## config.mk

```make
export PLATFORM = sky130hd
export DESIGN_NAME = hold_ref_select
export DESIGN_NICKNAME = d
export VERILOG_FILES = /design/src/rtl/hold_ref_pkg.sv /design/src/rtl/hold_ref_timeout.sv /design/src/rtl/hold_ref_scale.sv /design/src/rtl/hold_ref_select.sv
export SDC_FILE = /design/constraint.sdc
export NUM_CORES = 1
export LEC_CHECK = 0
export ABC_AREA = 1
export BUFFER_PORTS_ARGS = -buffer_cell sky130_fd_sc_hd__buf_4
export CAP_MARGIN = 20
export CORE_MARGIN = 4
export CORE_UTILIZATION = 42
export DETAILED_ROUTE_END_ITERATION = 12
export GPL_TIMING_DRIVEN = 0
export MAX_ROUTING_LAYER = met4
export PLACE_DENSITY = 0.71
export SYNTH_ARGS = -nofsm -noshare
export SYNTH_HDL_FRONTEND = slang
export SYNTH_SLANG_ARGS = --single-unit
```

## constraint.sdc

```tcl
create_clock -name clk -period 1.2 [get_ports clk]
set_input_delay 0.06 -clock clk [delete_from_list [all_inputs] [get_ports clk]]
set_output_delay 0.06 -clock clk [all_outputs]
set_load 0.03 [all_outputs]
```

## src/rtl/hold_ref_pkg.sv

```systemverilog
package hold_ref_pkg;
  typedef enum logic {
    REF_STEP = 1'b0,
    REF_HOLD = 1'b1
  } ref_sel_e;

  typedef enum logic {
    SCALE_FULL = 1'b0,
    SCALE_707  = 1'b1
  } scale_sel_e;
endpackage

```

## src/rtl/hold_ref_timeout.sv

```systemverilog
module hold_ref_timeout #(
  parameter int DLY_W = 8
) (
  input  logic             clk,
  input  logic             rst_n,
  input  logic             step_evt,
  input  logic [DLY_W-1:0] delay_cycles,
  output logic             expired
);
  logic [DLY_W-1:0] remain_q;

  always_ff @(posedge clk) begin
    if (!rst_n) begin
      remain_q <= '0;
    end else if (step_evt) begin
      remain_q <= delay_cycles;
    end else if (remain_q != '0) begin
      remain_q <= remain_q - 1'b1;
    end
  end

  assign expired = (remain_q == '0);

  // a step always restarts the window from the current delay
  assert_reload_R3: assert property (@(posedge clk) disable iff (!rst_n)
    step_evt |=> remain_q == $past(delay_cycles));

  // a running window counts down by one each idle cycle
  assert_countdown_R1: assert property (@(posedge clk) disable iff (!rst_n)
    (!step_evt && remain_q != '0) |=> remain_q == $past(remain_q) - 1'b1);

  // once expired, the state holds until a step arrives
  assert_stay_expired_R2: assert property (@(posedge clk) disable iff (!rst_n)
    (expired && !step_evt) |=> expired);
endmodule

```

## src/rtl/hold_ref_scale.sv

```systemverilog
module hold_ref_scale #(
  parameter int STATE_W = 3
) (
  input  logic [STATE_W-1:0] state_idx,
  input  logic               half_mode,
  input  logic               comp_en,
  output hold_ref_pkg::scale_sel_e scale_sel
);
  import hold_ref_pkg::*;

  logic two_phase_on;

  assign two_phase_on = state_idx[0];

  always_comb begin
    scale_sel = SCALE_FULL;
    if (comp_en && half_mode && two_phase_on) begin
      scale_sel = SCALE_707;
    end
  end
endmodule

```

## src/rtl/hold_ref_select.sv

```systemverilog
module hold_ref_select #(
  parameter int DLY_W   = 8,
  parameter int STATE_W = 3
) (
  input  logic               clk,
  input  logic               rst_n,
  input  logic               step_evt,
  input  logic [STATE_W-1:0] state_idx,
  input  logic               half_mode,
  input  logic               hold_en,
  input  logic               comp_en,
  input  logic [DLY_W-1:0]   delay_cycles,
  output logic               use_hold,
  output logic               scale_down
);
  import hold_ref_pkg::*;

  logic       expired;
  ref_sel_e   ref_sel;
  scale_sel_e scale_sel;

  hold_ref_timeout #(.DLY_W(DLY_W)) u_timeout (
    .clk          (clk),
    .rst_n        (rst_n),
    .step_evt     (step_evt),
    .delay_cycles (delay_cycles),
    .expired      (expired)
  );

  hold_ref_scale #(.STATE_W(STATE_W)) u_scale (
    .state_idx (state_idx),
    .half_mode (half_mode),
    .comp_en   (comp_en),
    .scale_sel (scale_sel)
  );

  always_comb begin
    ref_sel = REF_STEP;
    if (hold_en && expired) begin
      ref_sel = REF_HOLD;
    end
  end

  assign use_hold   = (ref_sel == REF_HOLD);
  assign scale_down = (scale_sel == SCALE_707);

  // a step with nonzero delay shows the stepping reference next cycle
  assert_step_window_R1: assert property (@(posedge clk) disable iff (!rst_n)
    (step_evt && delay_cycles != '0) |=> !use_hold);

  // a step with zero delay keeps the holding reference while hold is kept on
  assert_zero_delay_R6: assert property (@(posedge clk) disable iff (!rst_n)
    (step_evt && delay_cycles == '0 && hold_en) |=> (use_hold || !hold_en));

  // full-step mode never requests scaling
  assert_full_no_scale_R8: assert property (@(posedge clk) disable iff (!rst_n)
    !half_mode |-> !scale_down);
endmodule

```

==> flow_summary.toml <==
[floorplan]
initial_core_util_pct = 47.6
core_area_mm2 = 0.00117
die_w_um = 44.5
ios = 19
num_rows = 12
fp.dieArea_mm2 = 0.00198
die_h_um = 44.5

[grt]
grt_antenna_before_repair = 0
grt-ovfl-total = 0
grt.total_usage_pct = 15.8
grt_pass1_vias = 491
grt_pass1_wl_um = 2060
grt_max_degree = 11

[logic_synthesis]
synth_top_family_by_area = "simple AND/OR/NAND/NOR gates"
synth_common_cells = "16 x nand2_1, 8 x a21oi_1, 8 x dfxtp_1, 7 x inv_1"
synth_fp_nets = 91
synth_fa_ha_area_share_pct = 4.48
syn-cell-area_um2 = 558
synth_top_cell_by_area = "dfxtp_1"
synth-edff-count = 0
syn_area_per_cell_um2 = 7.75
synthCells = 72
post-synth-top-count-cell = "nand2_1"
yosysTopAreaCellShare_pct = 28.7
synth_cell_types = 22
synth_compound_area_share_pct = 11.4
yosys_most_used_dff = "dfxtp_1"
synth_area_leaders = "dfxtp_1 29%, nand2_1 11%, a21oi_1 7.2%, nand3_2 7.2%, nor2_8 7.2%"
yosysWarnings = 0
synthXorXnorAreaFrac_pct = 4.71
synth_simple_gate_area_share_pct = 44.6
async_flop_share_pct = 0
ys_ff_latch = 8
synth_seq_area_share_pct = 28.7
synth_mux_area_share_pct = 0

[route]
drt_iter0_markers = 12
vias_per_cell = 5.08
wl_per_cell_um = 11.8
vias = 564
ant_nets = 0
firstDrtPassIters = 4
drc_errors = 0
routed_wl_um = 1310

[placed_design]
gp_congestion = 0.734
dpl.cell_count = 102
placed_area_um2 = 717
hpwl_um = 938
io_buffers = 16

[cts]
cts_tree = "built"
cts_hold_buf = 0
cts_made_buffers = 3
cts_buffer_depth = 2
cts_root_buf = "clkbuf_4"
clk_latency_ns = 0.26
clk_pin_slew_ns = 0.06
htree_levels = 1
cts.sinks = 8

[cells_and_area]
largest_registers = "u_timeout.remain_q (8)"
final_cells = 111
synthToLayoutAreaGrowth_pct = 53.1
nNetsFinal = 118
drive_above_1_share_pct = 57.7
fin_area_um2 = 855
top_register = "u_timeout.remain_q"
largest_reg_flops = 8
num_antenna_cells = 0

[worst_hold_path]
hp-class = "input port to flip-flop"

[flow_run]
max_cap_viol_count = 0

[critical_path]
worstPathArrival_ns = 1.23
critPathMaxFanout = 2
cp-start-kind = "flip-flop"
worstSetupPathType = "flip-flop to output pin"
endpoint_kind = "output pin"
critPathRequiredTime_ns = 1.14

[run_status]
outcome = "finished with violations"
violations = "negative setup slack"

[sta]
setup-violations-final = 9
drv_slew = 0
finalCritPeriodShare_pct = 108
period_needed_ns = 1.29
skew_ns = 0.00444
rsz0062_at_grt = "true"
relSlewSlack_pct = 78.2
finalHoldViolations = 0
setup_slack_ns = -0.0909
worst_pin_slew_ns = 0.327
fmax_mhz = 775

[power]
p_leak_nw = 0.393
ir_drop_v = 0.000674
power_density_mw_per_mm2 = 1210
==> area by class of cell <==
class / instances / area (um2)
inverter: 7 / 26.3
sequential: 8 / 163
buffer: 1 / 7.51
multi-input combinational: 56 / 437
tap: 14 / 17.5
fill: 93 / 317
timing repair buffer: 22 / 181
clock buffer: 3 / 22.5
==> layout by cell type, fill, tap and decap left out, drive strengths merged, types with 3 or more instances in the layout <==
| cell type | n |
|---|---|
| a21oi | 9 |
| buf | 23 |
| clkbuf | 3 |
| dfxtp | 8 |
| inv | 7 |
| nand2 | 19 |
| nand3 | 7 |
| nor2 | 9 |
| o21ai | 3 |
==> worst max-delay path: stages (launching register included) <==
cell and delay [ns]:
dfxtp_2 0.33, inv_2 0.07, ha_4 0.14, nand3_4 0.10, nor3b_4 0.18, buf_6 0.15
==> path summary, 6_finish.rpt <==
kind	to	slack [ns]	cells after the start	start
max	use_hold	-0.09	5	u_timeout.remain_q[1]
min	u_timeout.remain_q[1]	0.02	3	rst_n
max reg2reg	u_timeout.remain_q[1]	-0.06	8	u_timeout.remain_q[1]
min reg2reg	u_timeout.remain_q[7]	0.55	3	u_timeout.remain_q[7]
==> stage by stage <==
step | utilization, % | power (mW) | setup TNS, ns | setup slack, ns | hold slack (ns)
5_1_grt | 73.0 | 1.10 | -0.912 | -0.156 | 0.0185
3_5_place_dp | 61.2 | 0.710 | -0.113 | -0.0610 | 0.321
2_1_floorplan | - | 0.622 | 0 | 0.0398 | 0.200
4_1_cts | 71.0 | 1.01 | -0.220 | -0.0819 | 0.0221
3_3_place_gp | 61.2 | 0.699 | -0.0308 | -0.0308 | 0.317
6_report | 73.0 | 1.04 | -0.377 | -0.0909 | 0.0237
==> report_power, final <==
| part | internal, mW | switching, mW |
|---|---|---|
| Sequential | 0.298 | 0.0340 |
| Clock | 0.115 | 0.0995 |
| Combinational | 0.236 | 0.253 |
| Total | 0.649 | 0.386 |
==> timing repair <==
item | in CTS | in global routing
buffers inserted | 6 | 0
pin swaps | 5 | 1
resized for setup | 10 | 7
endpoints found under the hold margin | 0 | 0
setup endpoints to repair | 9 | 9
==> cells by family (layout without fill, tap and decap cells) <==
group / after synthesis / after routing
adder cells (fa/ha/maj): 2 / 2
flip-flops: 8 / 8
AO/OA/AOI/OAI: 12 / 12
XOR/XNOR: 3 / 3
buffers and inverters: 8 / 33
AND/OR/NAND/NOR: 39 / 39
==> layer usage <==
metal / GRT usage (%) / up-vias / wire [um]
met5: - / - / 0
met3: 6.10 / 5 / 104
met2: 24.4 / 23 / 640
met4: 12.7 / 0 / 41
met1: 15.6 / 249 / 528
li1: - / 287 / -
(Power assumes the default switching activity.)
